==> src/rtl/poll_pkg.sv <==
package poll_pkg;
    typedef enum logic [2:0] {
        ST_IDLE  = 3'd0,
        ST_POLL  = 3'd1,
        ST_RECHK = 3'd2,
        ST_EXIT  = 3'd3,
        ST_FIN   = 3'd4
    } poll_state_t;

    localparam logic [1:0] MODE_EXIT_ON_OK = 2'b01;
endpackage

==> src/rtl/poll_cmp.sv <==
module poll_cmp #(
    parameter int           DW        = 8,
    parameter logic [DW-1:0] POLL_MASK = 8'h80,
    parameter logic [DW-1:0] ERR_MASK  = 8'h28
) (
    input  logic [DW-1:0] rdata_i,
    input  logic [DW-1:0] exp_i,
    output logic          match_o,
    output logic          err_o
);
    always_comb begin
        match_o = ~|((rdata_i ^ exp_i) & POLL_MASK);
        err_o   = |(rdata_i & ERR_MASK);
    end
endmodule

==> src/rtl/poll_result.sv <==
module poll_result (
    input  logic fin_i,
    input  logic ok_i,
    output logic done_o,
    output logic pass_o
);
    always_comb begin
        done_o = fin_i;
        pass_o = fin_i & ok_i;
    end
endmodule

==> src/rtl/poll_seq.sv <==
module poll_seq
    import poll_pkg::*;
#(
    parameter int            AW        = 20,
    parameter int            DW        = 8,
    parameter logic [DW-1:0] POLL_MASK = 8'h80,
    parameter logic [DW-1:0] ERR_MASK  = 8'h28,
    parameter logic [AW-1:0] EXIT_ADDR = 20'h00555,
    parameter logic [DW-1:0] EXIT_DATA = 8'hF0
) (
    input  logic          clk,
    input  logic          rst_n,
    input  logic          start_i,
    input  logic [AW-1:0] addr_i,
    input  logic [DW-1:0] exp_data_i,
    input  logic [1:0]    mode_i,
    output logic          bus_req_o,
    output logic          bus_we_o,
    output logic [AW-1:0] bus_addr_o,
    output logic [DW-1:0] bus_wdata_o,
    input  logic          bus_ack_i,
    input  logic [DW-1:0] bus_rdata_i,
    output logic          done_o,
    output logic          pass_o
);
    poll_state_t   st_q, st_d;
    logic [AW-1:0] addr_q;
    logic [DW-1:0] exp_q;
    logic          exit_on_ok_q;
    logic          ok_q, ok_d;
    logic          bit_match, err_seen;
    logic          accept;

    poll_cmp #(.DW(DW), .POLL_MASK(POLL_MASK), .ERR_MASK(ERR_MASK)) u_cmp (
        .rdata_i (bus_rdata_i),
        .exp_i   (exp_q),
        .match_o (bit_match),
        .err_o   (err_seen)
    );

    assign accept = (st_q == ST_IDLE) && start_i;

    // next state
    always_comb begin
        st_d = st_q;
        ok_d = ok_q;
        unique case (st_q)
            ST_IDLE: begin
                if (start_i) begin
                    st_d = ST_POLL;
                    ok_d = 1'b0;
                end
            end
            ST_POLL: begin
                if (bus_ack_i) begin
                    if (bit_match) begin
                        ok_d = 1'b1;
                        st_d = exit_on_ok_q ? ST_EXIT : ST_FIN;
                    end else if (err_seen) begin
                        st_d = ST_RECHK;
                    end
                end
            end
            ST_RECHK: begin
                if (bus_ack_i) begin
                    ok_d = bit_match;
                    st_d = (!bit_match || exit_on_ok_q) ? ST_EXIT : ST_FIN;
                end
            end
            ST_EXIT: begin
                if (bus_ack_i) st_d = ST_FIN;
            end
            ST_FIN: st_d = ST_IDLE;
            default: st_d = ST_IDLE;
        endcase
    end

    // state register and latched job
    always_ff @(posedge clk) begin
        if (!rst_n) begin
            st_q         <= ST_IDLE;
            ok_q         <= 1'b0;
            addr_q       <= '0;
            exp_q        <= '0;
            exit_on_ok_q <= 1'b0;
        end else begin
            st_q <= st_d;
            ok_q <= ok_d;
            if (accept) begin
                addr_q       <= addr_i;
                exp_q        <= exp_data_i;
                exit_on_ok_q <= (mode_i == MODE_EXIT_ON_OK);
            end
        end
    end

    // outputs
    always_comb begin
        bus_req_o   = 1'b0;
        bus_we_o    = 1'b0;
        bus_addr_o  = addr_q;
        bus_wdata_o = '0;
        unique case (st_q)
            ST_POLL, ST_RECHK: bus_req_o = 1'b1;
            ST_EXIT: begin
                bus_req_o   = 1'b1;
                bus_we_o    = 1'b1;
                bus_addr_o  = EXIT_ADDR;
                bus_wdata_o = EXIT_DATA;
            end
            default: ;
        endcase
    end

    poll_result u_res (
        .fin_i  (st_q == ST_FIN),
        .ok_i   (ok_q),
        .done_o (done_o),
        .pass_o (pass_o)
    );


    req_hold_chk: assert property (@(posedge clk) disable iff (!rst_n)
        bus_req_o && !bus_ack_i |=> bus_req_o && $stable(bus_addr_o) && $stable(bus_we_o));


    done_pulse_chk: assert property (@(posedge clk) disable iff (!rst_n)
        done_o |=> !done_o);


    fail_exit_chk: assert property (@(posedge clk) disable iff (!rst_n)
        done_o && !pass_o |-> $past(bus_req_o && bus_we_o && bus_ack_i));


    retry_read_chk: assert property (@(posedge clk) disable iff (!rst_n)
        (st_q == ST_POLL) && bus_ack_i && !bit_match && !err_seen |=> bus_req_o && !bus_we_o);


    start_ignore_chk: assert property (@(posedge clk) disable iff (!rst_n)
        (st_q != ST_IDLE) && start_i |=> $stable(addr_q) && $stable(exp_q));
endmodule

==> config.mk <==
export PLATFORM = sky130hd
export DESIGN_NAME = poll_seq
export DESIGN_NICKNAME = d
export VERILOG_FILES = /design/src/rtl/poll_pkg.sv /design/src/rtl/poll_cmp.sv /design/src/rtl/poll_result.sv /design/src/rtl/poll_seq.sv
export SDC_FILE = /design/constraint.sdc
export NUM_CORES = 1
export LEC_CHECK = 0
export BUFFER_PORTS_ARGS = -buffer_cell sky130_fd_sc_hd__buf_2
export CAP_MARGIN = 20
export CORE_MARGIN = 2
export CORE_UTILIZATION = 41
export CTS_CLUSTER_SIZE = 30
export DETAILED_ROUTE_END_ITERATION = 7
export GPL_TIMING_DRIVEN = 0
export HOLD_SLACK_MARGIN = 0.15
export PLACE_DENSITY = 0.81
export RECOVER_POWER = 25
export SLEW_MARGIN = 20
export SYNTH_ARGS = -nofsm -noshare
export SYNTH_HDL_FRONTEND = slang
export SYNTH_HIERARCHICAL = 1
export SYNTH_SLANG_ARGS = --single-unit
==> constraint.sdc <==
create_clock -name clk -period 1.45 [get_ports clk]
set_input_delay 0.0725 -clock clk [delete_from_list [all_inputs] [get_ports clk]]
set_output_delay 0.0725 -clock clk [all_outputs]
set_load 0.05 [all_outputs]
==> flow_summary.toml, run 1 <==
[final_layout]
layout_commonest_cell = "nand2_1"
num-fill-cells = 257
diodes = 0
fin_cells = 306
final_cell_mix = "nand2_1, buf_2, buf_4"
area_delta_synth_final_pct = 61.6
drive_above_1_share_pct = 33.2
seqCellArea_um2 = 532
multi_input_area_um2 = 669
fin_nets = 305

[floorplanning]
die_h_um = 60.4
rows = 20
dieArea_um2 = 3650
initial_core_util_pct = 42.8
pin_count = 74
core_region_area_um2 = 3050
die_x_um = 60.4

[power_and_ir_drop]
power-per-cell-area_nw_per_um2 = 908
peakVddDrop_uv = 460
p_int_uw = 1220
switching_share_pct = 36.4
power_frac_seq_pct = 42.0
combPwrFrac_pct = 38.5
power_frac_clock_pct = 19.5
p_leak_uw = 0.000991
switching_power_uw = 697

[timing]
rsz0062_at_grt = "yes"
whs_ns = 0.178
final_max_slew_viol_count = 0
finalSetupTns_ns = -2.12
fmax_mhz = 635
finalSetupViolCount = 34
final-hold-violation-count = 0
skew_ns = 0.00202
min_period_over_period_pct = 109
layout_min_cycle_time_ns = 1.58
postLayoutSetupSlackWorst_ns = -0.126

[worst_setup_path]
cp-start-kind = "flop"
r2r_end = "addr_q[12]"
cpMostUsedCell = "buf_4"
critPathRequiredTime_ns = 1.38
end_kind = "primary output"
rrSetupSlack_ns = -0.02
cpLargestDelayFamily = "buffers and inverters"
reg2regPathDepth = 5
crit_buf_inv = 4
cp_cell_sequence = "nand3b_1 -> buf_4 -> inv_2 -> buf_4 -> buf_6"
arrival_ns = 1.50
crit_type = "reg -> out"
slowest_delay_ns = 0.40
slowest_stage = "dfxtp_4"
path_max_fanout = 10
worstReg2RegStart = "st_q[1]"

[global_route]
grt_pass1_wl_um = 5740
grt_start_max_net_pins = 15
antenna_found_initial = 0
grt_pass1_vias = 1320
grt_remaining_overflow = 0
grt_use_total_pct = 20.8

[yosys]
avgSynthCellArea_um2 = 7.55
synthesis.instances = 173
yosys_warnings = 6
syn-cell-area_um2 = 1310

[placed_design]
pre_cts_ws_ns = -0.0691
gp_congestion = 0.768
dp_cells = 276
place.port_buffers = 56
post-dp-hpwl_um = 2150

[hold_path]
holdCritPathClass = "in -> reg"
hold_depth = 3
holdPathEnd = "st_q[2]"
min-delay-start = "bus_ack_i"

[routing]
drt_iter0_markers = 44
drt-total-wl_um = 3660
detail-route-antenna-nets = 0
vias = 1402
first_pass_iters = 4
drc = 0
viasPerCell = 4.58
avgRoutedWirePerCell_um = 11.9

[run_status]
violations = "setup timing"
status = "finished with violations"

[cts]
cts_root_buf = "clkbuf_4"
cts_buffers = 3
htreeDepth = 1
cts.sinks = 26
cts_tree = "built"
cts_buffer_depth = 2
clk_pin_slew_ns = 0.14
clk_latency_ns = 0.32

[flow_run]
cap_violations = 0
## per-layer routing
layer  part of all wire [%]  vias to the layer above  global-route usage (%)  wire length (µm)
met2                     51                       46                    38.8              1870
met4                    2.1                        0                    8.07                78
met5                      0                        -                       0                 0
met3                    5.4                        8                    3.41               196
li1                       -                      728                       -                 -
met1                     41                      620                    23.5              1510
## stage by stage
stage | utilization (%) | cell area [µm²] | total power, µW
5_1_grt | 69.1 | 2110 | 2010
2_1_floorplan | - | 1320 | 1280
3_3_place_gp | 54.1 | 1650 | 1420
4_1_cts | 68.5 | 2090 | 1900
6_report | 69.1 | 2110 | 1920
3_5_place_dp | 54.1 | 1650 | 1420
## worst min-delay path: stages
cell and delay, ns:
clkbuf_1 0.18, o21ai_1 0.12, a221oi_1 0.09
## worst max-delay path by stage
stage / from / end / slack, ns / cells past startpoint
after detailed placement: st_q[2] / bus_wdata_o[4] / -0.07 / 5
final: st_q[2] / bus_wdata_o[5] / -0.13 / 5
after global routing: st_q[2] / bus_wdata_o[4] / -0.19 / 5
after CTS: st_q[2] / bus_addr_o[7] / -0.11 / 4
after floorplan: st_q[2] / bus_wdata_o[4] / 0.03 / 4
after global placement: st_q[2] / bus_addr_o[7] / -0.07 / 4
## repair_timing
action | 4_1_cts | 5_1_grt
setup buffers | 1 | 0
resized for setup | 53 | 11
setup endpoints to repair | 46 | 40
endpoints found under the hold margin | 25 | 0
pin swaps | 1 | 1
hold buffers | 25 | 0
## power groups by stage
stage / sequential, µW / combinational, µW / clock [µW]
floorplan: 810 / 472 / 0
global placement: 816 / 600 / 0
global route: 811 / 792 / 411
CTS: 805 / 720 / 379
finish: 804 / 738 / 374
detailed placement: 818 / 606 / 0
## area by class of cell
cell class	instances	share of cell area (%)
inverters	2	0.356
repair buffers	82	30.9
well taps	44	2.61
plain buffers	23	7.53
flip-flops and latches	26	25.2
multi-input cells	125	31.7
clock buffers	4	1.72
## state kept, by name, indices dropped and copies added, names as in the netlist
name / count
addr_q: 20
st_q: 3
exit_on_ok_q: 1
exp_q: 1
ok_q: 1
No activity file was read; power rests on OpenSTA's default activity.
==> run 2: changes to the inputs <==
--- a/config.mk
+++ b/config.mk
@@ -15,6 +15,7 @@
 export HOLD_SLACK_MARGIN = 0.15
 export PLACE_DENSITY = 0.81
 export RECOVER_POWER = 25
+export SETUP_SLACK_MARGIN = 0.2
 export SLEW_MARGIN = 20
 export SYNTH_ARGS = -nofsm -noshare
 export SYNTH_HDL_FRONTEND = slang
==> constraint.sdc (replaced) <==
create_clock -name clk -period 1.3 [get_ports clk]
set_input_delay 0.065 -clock clk [delete_from_list [all_inputs] [get_ports clk]]
set_output_delay 0.065 -clock clk [all_outputs]
set_load 0.05 [all_outputs]
==> flow_summary.toml, run 2 (synthesis results as in run 1) <==
[run_status]
status = "finished with violations"
violations = "setup timing"

[timing]
worst_pin_slew_ns = 0.783
layout_min_cycle_time_ns = 1.61
skew_ns = 0.00417
fmax_mhz = 619
min_period_over_period_pct = 124
final_max_slew_viol_count = 0
finalSetupViolCount = 54
final-hold-violation-count = 0
postLayoutSetupSlackWorst_ns = -0.315
rsz0062_at_grt = "yes"
slew_headroom_pct = 47.8

[cts]
cts_tree = "built"
cts.sinks = 26
cts_root_buf = "clkbuf_4"
cts_buffers = 3
clk_pin_slew_ns = 0.14
clk_latency_ns = 0.32
htreeDepth = 1
cts_buffer_depth = 2

[global_route]
grt_remaining_overflow = 0
grt_pass1_wl_um = 6540
grt_use_total_pct = 23.5
grt_start_max_net_pins = 16
grt_pass1_vias = 1492
antenna_found_initial = 0

[final_layout]
final_area_um2 = 2750
largest_reg_flops = 20
fin_nets = 322
largestRegisters = "addr_q: 20 flops, st_q: 3 flops"
fin_cells = 323
area_delta_synth_final_pct = 111
layout_commonest_cell = "nand2_1"
drive_above_1_share_pct = 58.4
diodes = 0
finish.utilization_pct = 90.2
final_cell_mix = "nand2_1, buf_2, buf_6"
regMostFlops = "addr_q"

[worst_setup_path]
critPathRequiredTime_ns = 1.24
arrival_ns = 1.55
reg2regPathDepth = 6
cp-start-kind = "flop"
crit_type = "reg -> out"
path_max_fanout = 10
worstReg2RegStart = "st_q[2]"
end_kind = "primary output"
r2r_end = "addr_q[11]"
rrSetupSlack_ns = -0.31

[floorplanning]
die_h_um = 60.4
dieArea_um2 = 3650
die_x_um = 60.4
rows = 20
pin_count = 74
initial_core_util_pct = 42.8
core_region_area_um2 = 3050

[routing]
drt-total-wl_um = 5540
drc = 0
drt_iter0_markers = 95
vias = 1644
viasPerCell = 5.09
avgRoutedWirePerCell_um = 17.2
first_pass_iters = 4
detail-route-antenna-nets = 0

[placed_design]
gp_congestion = 0.771
place_area_um2 = 1760
pre_cts_ws_ns = -0.140
post-dp-hpwl_um = 2180
dp_cells = 276
place.port_buffers = 56

[power_and_ir_drop]
switching_share_pct = 35.6
power-per-cell-area_nw_per_um2 = 981
switching_power_uw = 961
p_int_uw = 1740
power_frac_seq_pct = 34.1
power_frac_clock_pct = 20.7
p_leak_uw = 0.00125
total_power_uw = 2700
combPwrFrac_pct = 45.3
peakVddDrop_uv = 667

[hold_path]
min-delay-start = "start_i"
hold_depth = 3
holdPathEnd = "st_q[2]"
holdCritPathClass = "in -> reg"

[flow_run]
cap_violations = 0
[run 2: cell types whose count changed in the layout (fill, tap and decap cells not counted), sizes merged]
cell,change
buf,+13
clkbuf,+3
bufinv,+1
clkinvlp,+1
inv,-1
[run 2: layout make-up]
cell class              count  area, µm²
inverters                   2       11.3
well taps                  44       55.1
clock buffers               3       22.5
multi-input cells         125        936
plain buffers              23        216
clock inverters             1       30.0
flip-flops and latches     26        536
fillers                   127        299
repair buffers             99        947
[run 2: through the flow]
stage	TNS, ns	hold WS [ns]
5_1_grt	-14.65	0.183
2_1_floorplan	-0.470	0.193
6_report	-12.22	0.194
4_1_cts	-8.77	0.178
3_3_place_gp	-1.55	0.308
3_5_place_dp	-1.81	0.310
[run 2: critical path, stage by stage (launching register included)]
cell	delay (ns)
dfxtp_4	0.39
nand3b_1	0.16
clkbuf_8	0.20
clkinvlp_4	0.16
buf_4	0.18
buf_6	0.14
[run 2: per-layer routing]
metal	global-route usage [%]	vias up	part of all wire [%]
met4	4.04	0	3.8
li1	-	763	-
met2	48.1	102	54
met5	0	-	0
met3	3.41	20	6.3
met1	25.5	759	36
[run 2: power by group through the flow]
stage	sequential [µW]	clock, µW	combinational (µW)
after global placement	915	0	711
after detailed placement	917	0	719
after CTS	896	557	1020
after global routing	928	606	1280
after floorplan	908	0	570
final	920	559	1220
[run 2: how the worst max path moves through the flow]
stage / start / end / slack, ns
finish: st_q[1] / bus_wdata_o[4] / -0.31
global route: st_q[2] / bus_wdata_o[4] / -0.37
CTS: st_q[2] / bus_wdata_o[4] / -0.25
detailed placement: st_q[1] / addr_q[15] / -0.14
global placement: st_q[2] / addr_q[14] / -0.12
floorplan: st_q[2] / addr_q[11] / -0.05
[run 2: timing repair]
action                                  CTS  global route
pin swaps                                10            14
endpoints found under the hold margin    25             0
buffers inserted                         10             6
hold buffers                             25             0
resized for setup                       102            49
endpoints found under the setup margin   54            54
cloned                                    1             1
